`src/rtl/i2c_reg_slave.sv`:
```
module i2c_reg_slave #(
  parameter logic [6:0] DEV_ADDR_0 = 7'h59,
  parameter logic [6:0] DEV_ADDR_1 = 7'h0E,
  parameter int         PTR_W      = 8,
  parameter int         SYNC_N     = 2
) (
  input  logic             clk,
  input  logic             rst_n,
  input  logic             scl_in,
  input  logic             sda_in,
  input  logic             addr_sel,
  output logic             sda_oe,
  output logic [PTR_W-1:0] reg_addr,
  output logic             reg_wr_en,
  output logic [7:0]       reg_wr_data,
  input  logic [7:0]       reg_rd_data
);

  typedef enum logic [2:0] {
    S_IDLE, S_ADDR, S_AACK, S_WBYTE, S_WACK, S_RBYTE, S_RACK, S_IGN
  } st_t;

  logic [SYNC_N-1:0] scl_sr, sda_sr;
  logic              scl_s, sda_s, scl_d, sda_d;
  logic              scl_rise, scl_fall, start_det, stop_det;
  logic [6:0]        my_addr;

  st_t               st;
  logic [3:0]        bit_cnt;
  logic [7:0]        rx_sh, tx_sh;
  logic              is_read, need_ptr, master_nack;
  logic [PTR_W-1:0]  ptr;

  always_ff @(posedge clk or negedge rst_n) begin
    if (!rst_n) begin
      scl_sr <= '1;
      sda_sr <= '1;
      scl_d  <= 1'b1;
      sda_d  <= 1'b1;
    end else begin
      scl_sr <= {scl_sr[SYNC_N-2:0], scl_in};
      sda_sr <= {sda_sr[SYNC_N-2:0], sda_in};
      scl_d  <= scl_s;
      sda_d  <= sda_s;
    end
  end

  assign scl_s     = scl_sr[SYNC_N-1];
  assign sda_s     = sda_sr[SYNC_N-1];
  assign scl_rise  = scl_s & ~scl_d;
  assign scl_fall  = ~scl_s & scl_d;
  assign start_det = scl_s & scl_d & sda_d & ~sda_s;
  assign stop_det  = scl_s & scl_d & ~sda_d & sda_s;
  assign my_addr   = addr_sel ? DEV_ADDR_1 : DEV_ADDR_0;

  assign reg_addr  = ptr;

  always_ff @(posedge clk or negedge rst_n) begin
    if (!rst_n) begin
      st          <= S_IDLE;
      bit_cnt     <= '0;
      rx_sh       <= '0;
      tx_sh       <= '0;
      is_read     <= 1'b0;
      need_ptr    <= 1'b0;
      master_nack <= 1'b0;
      ptr         <= '0;
      sda_oe      <= 1'b0;
      reg_wr_en   <= 1'b0;
      reg_wr_data <= '0;
    end else begin
      reg_wr_en <= 1'b0;
      if (reg_wr_en) ptr <= ptr + 1'b1;

      if (stop_det) begin
        st     <= S_IDLE;
        sda_oe <= 1'b0;
      end else if (start_det) begin
        st      <= S_ADDR;
        bit_cnt <= '0;
        sda_oe  <= 1'b0;
      end else begin
        case (st)
          S_ADDR: begin
            if (scl_rise) begin
              rx_sh   <= {rx_sh[6:0], sda_s};
              bit_cnt <= bit_cnt + 4'd1;
            end else if (scl_fall && bit_cnt == 4'd8) begin
              if (rx_sh[7:1] == my_addr) begin
                st       <= S_AACK;
                sda_oe   <= 1'b1;
                is_read  <= rx_sh[0];
                need_ptr <= 1'b1;
              end else begin
                st <= S_IGN;
              end
            end
          end

          S_AACK: begin
            if (scl_fall) begin
              bit_cnt <= '0;
              if (is_read) begin
                tx_sh  <= {reg_rd_data[6:0], 1'b0};
                sda_oe <= ~reg_rd_data[7];
                st     <= S_RBYTE;
              end else begin
                sda_oe <= 1'b0;
                st     <= S_WBYTE;
              end
            end
          end

          S_WBYTE: begin
            if (scl_rise) begin
              rx_sh   <= {rx_sh[6:0], sda_s};
              bit_cnt <= bit_cnt + 4'd1;
            end else if (scl_fall && bit_cnt == 4'd8) begin
              sda_oe <= 1'b1;
              st     <= S_WACK;
              if (need_ptr) begin
                ptr      <= PTR_W'(rx_sh);
                need_ptr <= 1'b0;
              end else begin
                reg_wr_en   <= 1'b1;
                reg_wr_data <= rx_sh;
              end
            end
          end

          S_WACK: begin
            if (scl_fall) begin
              sda_oe  <= 1'b0;
              bit_cnt <= '0;
              st      <= S_WBYTE;
            end
          end

          S_RBYTE: begin
            if (scl_rise) begin
              bit_cnt <= bit_cnt + 4'd1;
            end else if (scl_fall) begin
              if (bit_cnt == 4'd8) begin
                sda_oe <= 1'b0;
                ptr    <= ptr + 1'b1;
                st     <= S_RACK;
              end else begin
                sda_oe <= ~tx_sh[7];
                tx_sh  <= {tx_sh[6:0], 1'b0};
              end
            end
          end

          S_RACK: begin
            if (scl_rise) begin
              master_nack <= sda_s;
            end else if (scl_fall) begin
              bit_cnt <= '0;
              if (master_nack) begin
                st <= S_IGN;
              end else begin
                tx_sh  <= {reg_rd_data[6:0], 1'b0};
                sda_oe <= ~reg_rd_data[7];
                st     <= S_RBYTE;
              end
            end
          end

          default: ;
        endcase
      end
    end
  end

endmodule


```
`config.mk`:
```
export PLATFORM = sky130hd
export DESIGN_NAME = i2c_reg_slave
export DESIGN_NICKNAME = d
export VERILOG_FILES = /design/src/rtl/i2c_reg_slave.sv
export SDC_FILE = /design/constraint.sdc
export NUM_CORES = 1
export LEC_CHECK = 0
export CAP_MARGIN = 20
export CORE_AREA = 2 2 105 107
export CTS_CLUSTER_SIZE = 30
export DETAILED_ROUTE_END_ITERATION = 10
export DIE_AREA = 0 0 107 109
export GPL_TIMING_DRIVEN = 0
export PLACE_DENSITY = 0.52
export SYNTH_ARGS = -nofsm -noshare
export SYNTH_HDL_FRONTEND = slang
export SYNTH_SLANG_ARGS = --single-unit
export TNS_END_PERCENT = 5
```
`constraint.sdc`:
```
create_clock -name clk -period 4.8 [get_ports clk]
set_input_delay 0.96 -clock clk [delete_from_list [all_inputs] [get_ports clk]]
set_output_delay 0.96 -clock clk [all_outputs]
set_load 0.02 [all_outputs]
```
Word-level counts from Yosys, hierarchy flattened
Cells that the tools add are included.

Add/sub/neg operators: 2. Equal/unequal tests: 36. Multiplexer cells: 68. Bitwise operators: 17. Reduce and logical (&&, ||, !) cells: 17.

Operator list (count): $mux 8 (17); $ne 4x4->1 const B (13); $mux 3 (15); $ne 2x2->1 const B (13); $mux 1 (24); $pmux 8 s3 (1); $pmux 3 s6 (1); $mux 4 (4); $pmux 8 s2 (1); $reduce_and 13->1 (1); $pmux 4 s3 (1); $reduce_and 12->1 (1); $reduce_and 4->1 (3); $reduce_and 6->1 (2); $reduce_and 11->1 (1); $not 1->1 (10); $eq 3x3->1 const B (3); $add 8x1->8 const B (1); $reduce_and 8->1 (1); $reduce_bool 8->1 (1); $and 1x1->1 (7); $eq 7x7->1 (1); $mux 7 (1); $eq 3x2->1 const B (2); other kinds (14) (15).

Bits in registers: 50. Bits of input ports: 13. Output and inout bits: 18. Word-level logic and storage cells: 155.

Logic depth before layout (Yosys ltp)
Gate-level depths: netlist of the first run.

Word-level depth: 8. Mapped depth: 8. Mapped depth without buffers: 7.

Least setup slack after synthesis of the first run
Ideal clock, no wire load.

Kind: input-to-reg. Start point: input addr_sel. End point: register is_read. Library setup time: 125 ps. Arrival time: 1940 ps. Data required time: 4675 ps. Setup slack: 2735 ps. Stages: 4. Buffers on the path: 0. Cells stage by stage: nor4b_1 > a22oi_1 > nor4_1 > mux2_2.

Longest elaborated chain between the ends: 3.

RTL lines: start: declaration (line 11) `input logic addr_sel,`; $mux 7 (line 54) `assign my_addr = addr_sel ? DEV_ADDR_1 : DEV_ADDR_0;`; $eq 7x7->1 (line 89) `if (rx_sh[7:1] == my_addr) begin`; $reduce_and 6->1 (no line); end signal: assignment (line 92) `is_read <= rx_sh[0];`; end: declaration (line 31) `logic is_read, need_ptr, master_nack;`.

No other way between the ends. A chain may end at the register's enable or synchronous reset.

Final worst setup path of the first run
Start point: register reg_wr_en. End point: output reg_wr_en.

RTL lines: start: declaration (line 14) `output logic reg_wr_en,`; start signal: assignment (line 69) `reg_wr_en <= 1'b0;`; start signal: assignment (line 72) `reg_wr_en <= 1'b0;`; start signal: assignment (line 125) `reg_wr_en <= 1'b1;`.

No word-level cell between the ends.

==> impl_table.tex, run 1 <==
\begin{tabular}{lr}
\hline
Metric & Value \\
\hline
\multicolumn{2}{l}{\textbf{Floorplanning}} \\
Row Count & 38 \\
Area of the core & 0.0106 mm² \\
IO Pins & 31 \\
Overall die height & 109 µm \\
Die extent in x & between 100 and 150 µm \\
Die area & $\sim$0.012 mm² \\
Starting density of the core & roughly a quarter \\
\multicolumn{2}{l}{\textbf{Clock network}} \\
Cts-stage hold buffer count & 0 \\
CTS tree & yes \\
Worst skew pair latency & $\sim$0.31 ns \\
CTS buffer count & 5 \\
Post-cts sizing count & 0 \\
Clock transition at the registers of the reported paths & approximately 0.09 ns \\
\# H-tree levels & 2 \\
Clock Tree Buf Depth & 2 \\
Number of buffers added for setup after CTS & 0 \\
TritonCTS Sinks & 49 \\
Master cell of the clock root buffer & sky130\_fd\_sc\_hd\_\_clkbuf\_8 \\
\multicolumn{2}{l}{\textbf{Place}} \\
Instance count after placement with tap cells included & between 400 and 500 \\
HPWL after detailed placement & $\sim$4300 µm \\
Routability congestion estimate & 0.859 \\
Place WS & 2.14 ns \\
Placed cell area & 0.00308 mm² \\
Port bufs & 30 \\
\multicolumn{2}{l}{\textbf{Synthesis}} \\
Mapped Nets & between 200 and 300 \\
Syn\_area\_per\_cell & approximately 10 µm² \\
Post-Syn Area & 0.00259 mm² \\
Share of cell area taken by muxes after synthesis & 9.47\% \\
Seq/Total Area, Yosys & 47.7\% \\
Largest family of logic cells by synthesized area & simple AND/OR/NAND/NOR gates \\
Synthesized-area fraction occupied by ao, oa, aoi and oai cells & between 10\% and 20\% \\
Synthesis-stage register bit count & 49 \\
Flip-flop cell with the highest count after synthesis & sky130\_fd\_sc\_hd\_\_dfrtp\_1 \\
Number of distinct library cells after synthesis & between 50 and 60 \\
Count of flip-flops with a built-in enable after synthesis & 0 \\
Yosys warning total & 0 \\
Synthesized instance count & 258 \\
Fraction of synthesis flops using an asynchronous set or reset pin & 100\% \\
Simple-gate share of the synthesized area & between 20 and 25\% \\
Xor-xnor portion of the synthesized cell area & around 3.7\% \\
Adder and majority cell fraction of the synthesized area & around 1.4\% \\
\multicolumn{2}{l}{\textbf{STA}} \\
Max-slew violation count & 0 \\
Worst slew pin tran & between 0.6 and 0.7 ns \\
Final hold violations & 0 \\
Share of the cycle needed by the critical path after routing & roughly half \\
Max Freq & 408 MHz \\
Crit path setup slack, layout & approximately 2.4 ns \\
Time the final worst path needs with I/O delays and setup & between 2 and 2.5 ns \\
Final setup viols & 0 \\
Worst hold slack across all endpoints & between 0.3 and 0.4 ns \\
Final TNS setup & 0 ns \\
Unrepaired setup endpoints after global routing & false \\
Final worst clock skew & just under 0.008 ns \\
Worst rel slew slack & between 50\% and 60\% \\
\multicolumn{2}{l}{\textbf{Cells and area}} \\
Multi-input logic area & between 0.001 and 0.0015 mm² \\
Total number of nets in the final design & roughly 310 \\
Proportion of layout cells with a drive suffix above 1 & roughly 16\% \\
Seq. cell area & $\sim$0.0012 mm² \\
Growth of design area from synthesis to finish & 23.2\% \\
Fillers & 1,104 \\
Design Area, Final & roughly 0.0032 mm² \\
Antenna diode count & 0 \\
Count of placed standard cells in the final layout, fillers left out & about 440 \\
\multicolumn{2}{l}{\textbf{Detailed routing}} \\
Post-detailed-route wirelength per cell & approximately 14 µm \\
Drc violations & 0 \\
Via-per-instance ratio & roughly 4.7 \\
Number of DRC markers in iteration 0 & 130 \\
Final wirelength & about 6000 µm \\
Via Count & between 2,000 and 2,500 \\
Final ANT Viol Nets & 0 \\
TritonRoute pass-1 iters & 4 \\
\multicolumn{2}{l}{\textbf{Setup path}} \\
Critical path fanouts, max & 9 \\
Data arrival, critical path & 1.49 ns \\
Type of destination of the critical path & output pin \\
Worst-path cell with the longest stage delay & sky130\_fd\_sc\_hd\_\_clkdlybuf4s50\_1 \\
Ordered cell list for the critical path & clkdlybuf4s50\_1 \\
Reg-to-reg slack, setup & about 2.7 ns \\
Buffers \& Inverters on Critical Path & 1 \\
Startpoint-to-endpoint class of the critical path & reg2out \\
Worst path required time & 3.84 ns \\
Slowest cell delay on critical path & 0.66 ns \\
Kind of launch point of the worst setup path & flop \\
Cell family contributing the most delay on the critical path & buffers and inverters \\
\multicolumn{2}{l}{\textbf{Global routing}} \\
Congestion Overflow GR & 0 \\
Pin count of the biggest net entering global routing & 37 \\
Via count of the first global-routing pass & 2,029 \\
Global-route wire length before repair & just over 10,000 µm \\
GRT Total Usage & 11.0\% \\
Antenna violations before repair & 0 \\
\multicolumn{2}{l}{\textbf{Power}} \\
Sequential fraction of design power & 40.9\% \\
IR drop worst, VDD & 0.190 mV \\
NetSw & between 0.0005 and 0.0006 W \\
Proportion of power drawn by combinational gates & 38.4\% \\
Sw frac & about two fifths \\
Power density over the cells & about 450 mW/mm² \\
Leakage power & about 1.3 nW \\
Fraction of power consumed by the clock network & around a fifth \\
Internal portion of total power & $\sim$0.0009 W \\
\multicolumn{2}{l}{\textbf{Job}} \\
Max Cap Viol & 0 \\
\multicolumn{2}{l}{\textbf{Hold path}} \\
Hold/Removal Path Class & reg2reg \\
\multicolumn{2}{l}{\textbf{Status}} \\
Status & complete, no violations \\
\hline
\end{tabular}
[stage by stage]
step	total power, W	util [%]
finish	0.00143	30.1
detailed placement	0.00115	29.0
CTS	0.00145	30.1
global placement	0.00114	28.9
floorplan	0.000975	-
global route	0.00155	30.1
[state kept, by name, summed over array words and instances (netlist names)]
signal / count
reg_addr: 8
reg_wr_data: 8
rx_sh: 8
tx_sh: 7
bit_cnt: 4
st: 3
scl_sr: 2
sda_sr: 2
is_read: 1
master_nack: 1
need_ptr: 1
reg_wr_en: 1
scl_d: 1
sda_d: 1
sda_oe: 1
[worst register-to-register path, stage by stage, from the launching register on]
cell and delay, ns:
sky130_fd_sc_hd__dfrtp_1 0.43, sky130_fd_sc_hd__inv_1 0.07, sky130_fd_sc_hd__ha_1 0.16, sky130_fd_sc_hd__and3b_2 0.27, sky130_fd_sc_hd__nand2_4 0.09, sky130_fd_sc_hd__nor4b_4 0.59
sky130_fd_sc_hd__mux2_2 0.41
[power groups by stage]
stage / logic (W) / clock network [W] / registers, W
after floorplan: 0.000390 / 0 / 0.000584
after global placement: 0.000542 / 0 / 0.000595
after detailed placement: 0.000549 / 0 / 0.000597
after CTS: 0.000552 / 0.000308 / 0.000588
after global routing: 0.000621 / 0.000321 / 0.000604
final: 0.000551 / 0.000297 / 0.000587
[routing by layer]
metal	vias up	routed length, µm	track usage [%]
met5	-	0	0
met4	0	81	3.62
met3	10	206	2.33
met2	37	2520	16.3
met1	997	3150	15.8
li1	1015	-	-
[synth_stat cells (2+ instances only)]
master | n | area [µm²]
sky130_fd_sc_hd__nor3_1 | 6 | 30.0
sky130_fd_sc_hd__a22oi_1 | 7 | 52.6
sky130_fd_sc_hd__nor4_1 | 2 | 12.5
sky130_fd_sc_hd__a21oi_1 | 8 | 40.0
sky130_fd_sc_hd__and3_1 | 4 | 25.0
sky130_fd_sc_hd__o31ai_1 | 2 | 15.0
sky130_fd_sc_hd__mux2i_1 | 2 | 20.0
sky130_fd_sc_hd__and4b_1 | 2 | 20.0
sky130_fd_sc_hd__mux2_2 | 20 | 225
sky130_fd_sc_hd__o221ai_1 | 2 | 17.5
sky130_fd_sc_hd__nand2_1 | 27 | 101
sky130_fd_sc_hd__o22a_1 | 2 | 17.5
sky130_fd_sc_hd__nor2b_1 | 4 | 25.0
sky130_fd_sc_hd__nand4_1 | 3 | 18.8
sky130_fd_sc_hd__buf_2 | 4 | 20.0
sky130_fd_sc_hd__nor4b_1 | 2 | 17.5
sky130_fd_sc_hd__clkbuf_1 | 5 | 18.8
sky130_fd_sc_hd__xnor2_1 | 8 | 70.1
sky130_fd_sc_hd__nand4b_1 | 2 | 17.5
sky130_fd_sc_hd__dfrtp_1 | 43 | 1080
sky130_fd_sc_hd__xor2_1 | 3 | 26.3
sky130_fd_sc_hd__dfstp_2 | 6 | 158
sky130_fd_sc_hd__o21ai_0 | 13 | 65.1
sky130_fd_sc_hd__nand3_1 | 7 | 35.0
sky130_fd_sc_hd__a211oi_1 | 2 | 15.0
sky130_fd_sc_hd__inv_1 | 7 | 26.3
sky130_fd_sc_hd__o22ai_1 | 5 | 31.3
sky130_fd_sc_hd__nor2_1 | 25 | 93.8
sky130_fd_sc_hd__nand2b_1 | 4 | 25.0
sky130_fd_sc_hd__a31oi_1 | 8 | 50.1
sky130_fd_sc_hd__ha_1 | 3 | 37.5
[layout by cell type, fill, tap and decap left out, drive strengths merged, types with 4 or more instances in the layout]
| cell type | count |
|---|---|
| o22ai | 5 |
| nor2b | 4 |
| nand3 | 7 |
| a31oi | 8 |
| xnor2 | 8 |
| clkbuf | 12 |
| mux2 | 20 |
| dfstp | 6 |
| a21oi | 8 |
| dfrtp | 43 |
| a22oi | 7 |
| o21ai | 13 |
| nor2 | 26 |
| nor3 | 6 |
| nand2b | 4 |
| clkdlybuf4s50 | 29 |
| inv | 7 |
| nand2 | 28 |
| buf | 7 |
| and3 | 4 |
[cells by family after synthesis]
family	after synthesis
buffers and inverters	18
XOR/XNOR	11
flip-flops	49
adder cells (fa/ha/maj)	3
AND/OR/NAND/NOR	100
multiplexers	22
AO/OA/AOI/OAI	55
[path summary, 6_finish.rpt]
kind | startpoint | to | cells past startpoint
min in group asynchronous | rst_n | tx_sh[3] | 1
min reg2reg | scl_sr[0] | scl_sr[1] | 0
max in group asynchronous | rst_n | sda_sr[0] | 2
max | reg_wr_en | reg_wr_en | 1
min | scl_sr[0] | scl_sr[1] | 0
max reg2reg | bit_cnt[0] | reg_wr_data[1] | 6
[layout make-up]
cell class / count / area share, %
buffer: 11 / 1.61
inverter: 7 / 0.824
clock buffer: 6 / 2.27
tap: 140 / 5.49
timing repair buffer: 31 / 9.88
sequential: 49 / 38.7
multi-input combinational: 191 / 40.0
clock inverter: 2 / 1.22
Note: power is estimated with default switching activity, not from simulation.
==> inputs of run 2 (changes only) <==
--- a/config.mk
+++ b/config.mk
@@ -11,7 +11,7 @@
 export DETAILED_ROUTE_END_ITERATION = 10
 export DIE_AREA = 0 0 107 109
 export GPL_TIMING_DRIVEN = 0
-export PLACE_DENSITY = 0.52
+export PLACE_DENSITY = 0.53
 export SYNTH_ARGS = -nofsm -noshare
 export SYNTH_HDL_FRONTEND = slang
 export SYNTH_SLANG_ARGS = --single-unit
==> constraint.sdc (replaced) <==
create_clock -name clk -period 2 [get_ports clk]
set_input_delay 0.4 -clock clk [delete_from_list [all_inputs] [get_ports clk]]
set_output_delay 0.4 -clock clk [all_outputs]
set_load 0.02 [all_outputs]
==> run 2 against run 1 <==
Against the previous run:
- register-to-register slack lost 2.5 ns
- core utilization up 0.59 points
- cell count increased by 0.69%
- clock skew is 0.00071 ns lower
- critical path depth did not move
- final area increased by 2.0%
- non-clock buffer count is 3 higher
- clock power rose to 2.5 times the previous value
- via count about the same
==> impl_table.tex, run 2 (synthesized netlist as in run 1, its figures left out) <==
\begin{tabular}{lr}
\hline
Metric & Value \\
\hline
\multicolumn{2}{l}{\textbf{Detailed routing}} \\
Via Count & $\sim$2,000 \\
Number of DRC markers in iteration 0 & around 170 \\
Via-per-instance ratio & about 4.7 \\
TritonRoute pass-1 iters & 4 \\
Final ANT Viol Nets & 0 \\
Post-detailed-route wirelength per cell & between 10 and 15 µm \\
Drc violations & 0 \\
Final wirelength & about 6000 µm \\
\multicolumn{2}{l}{\textbf{Clock network}} \\
Worst skew pair latency & approximately 0.3 ns \\
TritonCTS Sinks & just under 50 \\
CTS buffer count & 5 \\
Master cell of the clock root buffer & sky130\_fd\_sc\_hd\_\_clkbuf\_8 \\
CTS tree & yes \\
Clock Tree Buf Depth & 2 \\
\# H-tree levels & 2 \\
Clock transition at the registers of the reported paths & $\sim$0.090 ns \\
\multicolumn{2}{l}{\textbf{Power}} \\
Sequential fraction of design power & about two fifths \\
Fraction of power consumed by the clock network & around a fifth \\
NetSw & 0.00134 W \\
Proportion of power drawn by combinational gates & 38.6\% \\
Power density over the cells & 1080 mW/mm² \\
Sw frac & a little under two fifths \\
Internal portion of total power & 0.00219 W \\
IR drop worst, VDD & 0.379 mV \\
Leakage power & $\sim$1.3 nW \\
\multicolumn{2}{l}{\textbf{STA}} \\
Final worst clock skew & around 0.007 ns \\
Max-slew violation count & 0 \\
Worst slew pin tran & 0.483 ns \\
Max Freq & approximately 530 MHz \\
Unrepaired setup endpoints after global routing & false \\
Worst hold slack across all endpoints & $\sim$0.012 ns \\
Final hold violations & 0 \\
Time the final worst path needs with I/O delays and setup & between 1.5 and 2 ns \\
Share of the cycle needed by the critical path after routing & 94.3\% \\
Final setup viols & 0 \\
Final TNS setup & 0 ns \\
Worst rel slew slack & 67.8\% \\
\multicolumn{2}{l}{\textbf{Floorplanning}} \\
Die extent in x & roughly 110 µm \\
Die area & 0.0117 mm² \\
IO Pins & 31 \\
Area of the core & 0.0106 mm² \\
Starting density of the core & roughly 24\% \\
Row Count & 38 \\
Overall die height & 109 µm \\
\multicolumn{2}{l}{\textbf{Setup path}} \\
Startpoint of the worst setup timing path & reg\_wr\_en \\
Reg-to-reg slack, setup & around 0.15 ns \\
Data arrival, critical path & 1.49 ns \\
Worst reg2reg endpoint & reg\_wr\_data[1] \\
Kind of launch point of the worst setup path & flop \\
Buffers \& Inverters on Critical Path & 1 \\
Ordered cell list for the critical path & clkdlybuf4s50\_1 \\
Critical path destination & reg\_wr\_en \\
Worst-path cell with the longest stage delay & sky130\_fd\_sc\_hd\_\_clkdlybuf4s50\_1 \\
Startpoint-to-endpoint class of the critical path & reg2out \\
R2R cell count & 7 \\
Worst path depth & 1 \\
Critical path fanouts, max & 9 \\
Worst path required time & about 1.6 ns \\
Cell family contributing the most delay on the critical path & buffers and inverters \\
Type of destination of the critical path & output pin \\
FF-to-FF Start & bit\_cnt[0] \\
Slowest cell delay on critical path & between 0.6 and 0.7 ns \\
\multicolumn{2}{l}{\textbf{Global routing}} \\
Pin count of the biggest net entering global routing & 34 \\
Antenna violations before repair & 0 \\
GRT Total Usage & between 10 and 15\% \\
Congestion Overflow GR & 0 \\
Via count of the first global-routing pass & slightly above 2,000 \\
Global-route wire length before repair & roughly 10,000 µm \\
\multicolumn{2}{l}{\textbf{Cells and area}} \\
Most common cell after layout, fill and taps aside & sky130\_fd\_sc\_hd\_\_dfrtp\_1 \\
Antenna diode count & 0 \\
Count of placed standard cells in the final layout, fillers left out & 440 \\
Fillers & approximately 1,100 \\
Proportion of layout cells with a drive suffix above 1 & 18.7\% \\
Commonest cells after routing, fill and taps aside & sky130\_fd\_sc\_hd\_\_dfrtp\_1, sky130\_fd\_sc\_hd\_\_clkdlybuf4s50\_1, sky130\_fd\_sc\_hd\_\_nand2\_1 \\
Total number of nets in the final design & 315 \\
Growth of design area from synthesis to finish & 25.7\% \\
\multicolumn{2}{l}{\textbf{Hold path}} \\
Hold/Removal Path Class & in2async \\
\multicolumn{2}{l}{\textbf{Place}} \\
HPWL after detailed placement & between 4000 and 5000 µm \\
Instance count after placement with tap cells included & approximately 430 \\
Routability congestion estimate & around 0.86 \\
Port bufs & 30 \\
\multicolumn{2}{l}{\textbf{Status}} \\
Status & complete, no violations \\
\multicolumn{2}{l}{\textbf{Job}} \\
Max Cap Viol & 0 \\
\hline
\end{tabular}
run 2: power groups by stage:
stage	sequential [W]	combinational, W	clock (W)
finish	0.00142	0.00136	0.000753
global route	0.00145	0.00152	0.000824
CTS	0.00142	0.00132	0.000779
detailed placement	0.00144	0.00131	0
global placement	0.00143	0.00130	0
floorplan	0.00140	0.000937	0
run 2: per-layer routing:
layer | GRT usage, % | share of wire [%]
met1 | 15.9 | 50
met2 | 16.8 | 44
met3 | 2.21 | 4.6
met4 | 2.88 | 0.64
met5 | 0 | 0
run 2: metrics by stage:
step / cell area, µm² / worst slack (ns) / utilization (%) / power (W)
detailed placement: 3080 / -0.125 / 29.0 / 0.00275
global placement: 3060 / -0.978 / 28.9 / 0.00273
global route: 3250 / 0.0105 / 30.7 / 0.00380
floorplan: 2590 / 0.154 / - / 0.00234
CTS: 3210 / -0.000136 / 30.3 / 0.00351
finish: 3250 / 0.114 / 30.7 / 0.00353
run 2: how the worst min path moves through the flow:
| stage | slack [ns] | endpoint | from |
|---|---|---|---|
| global route | 0.04 | tx_sh[2] | rst_n |
| detailed placement | 0.35 | sda_sr[1] | sda_sr[0] |
| floorplan | 0.10 | bit_cnt[0] | rst_n |
| CTS | 0.03 | tx_sh[2] | rst_n |
| finish | 0.01 | tx_sh[2] | rst_n |
| global placement | 0.35 | sda_sr[1] | sda_sr[0] |
run 2: what timing repair did:
action	4_1_cts	5_1_grt
resized for setup	1	6
cloned	0	0
buffers inserted	1	2
pin swaps	1	2
hold buffers	0	0
endpoints found under the setup margin	9	19
endpoints found under the hold margin	0	0
run 2: final cells by class:
| type | count | area [µm²] | area share (%) |
|---|---|---|---|
| Buffer | 11 | 52.6 | 1.62 |
| Clock buffer | 6 | 82.6 | 2.54 |
| Clock inverter | 2 | 37.5 | 1.15 |
| Inverter | 7 | 26.3 | 0.808 |
| Multi-Input combinational cell | 191 | 1300 | 40.1 |
| Sequential cell | 49 | 1230 | 37.9 |
| Tap cell | 140 | 175 | 5.38 |
| Timing Repair Buffer | 34 | 342 | 10.5 |
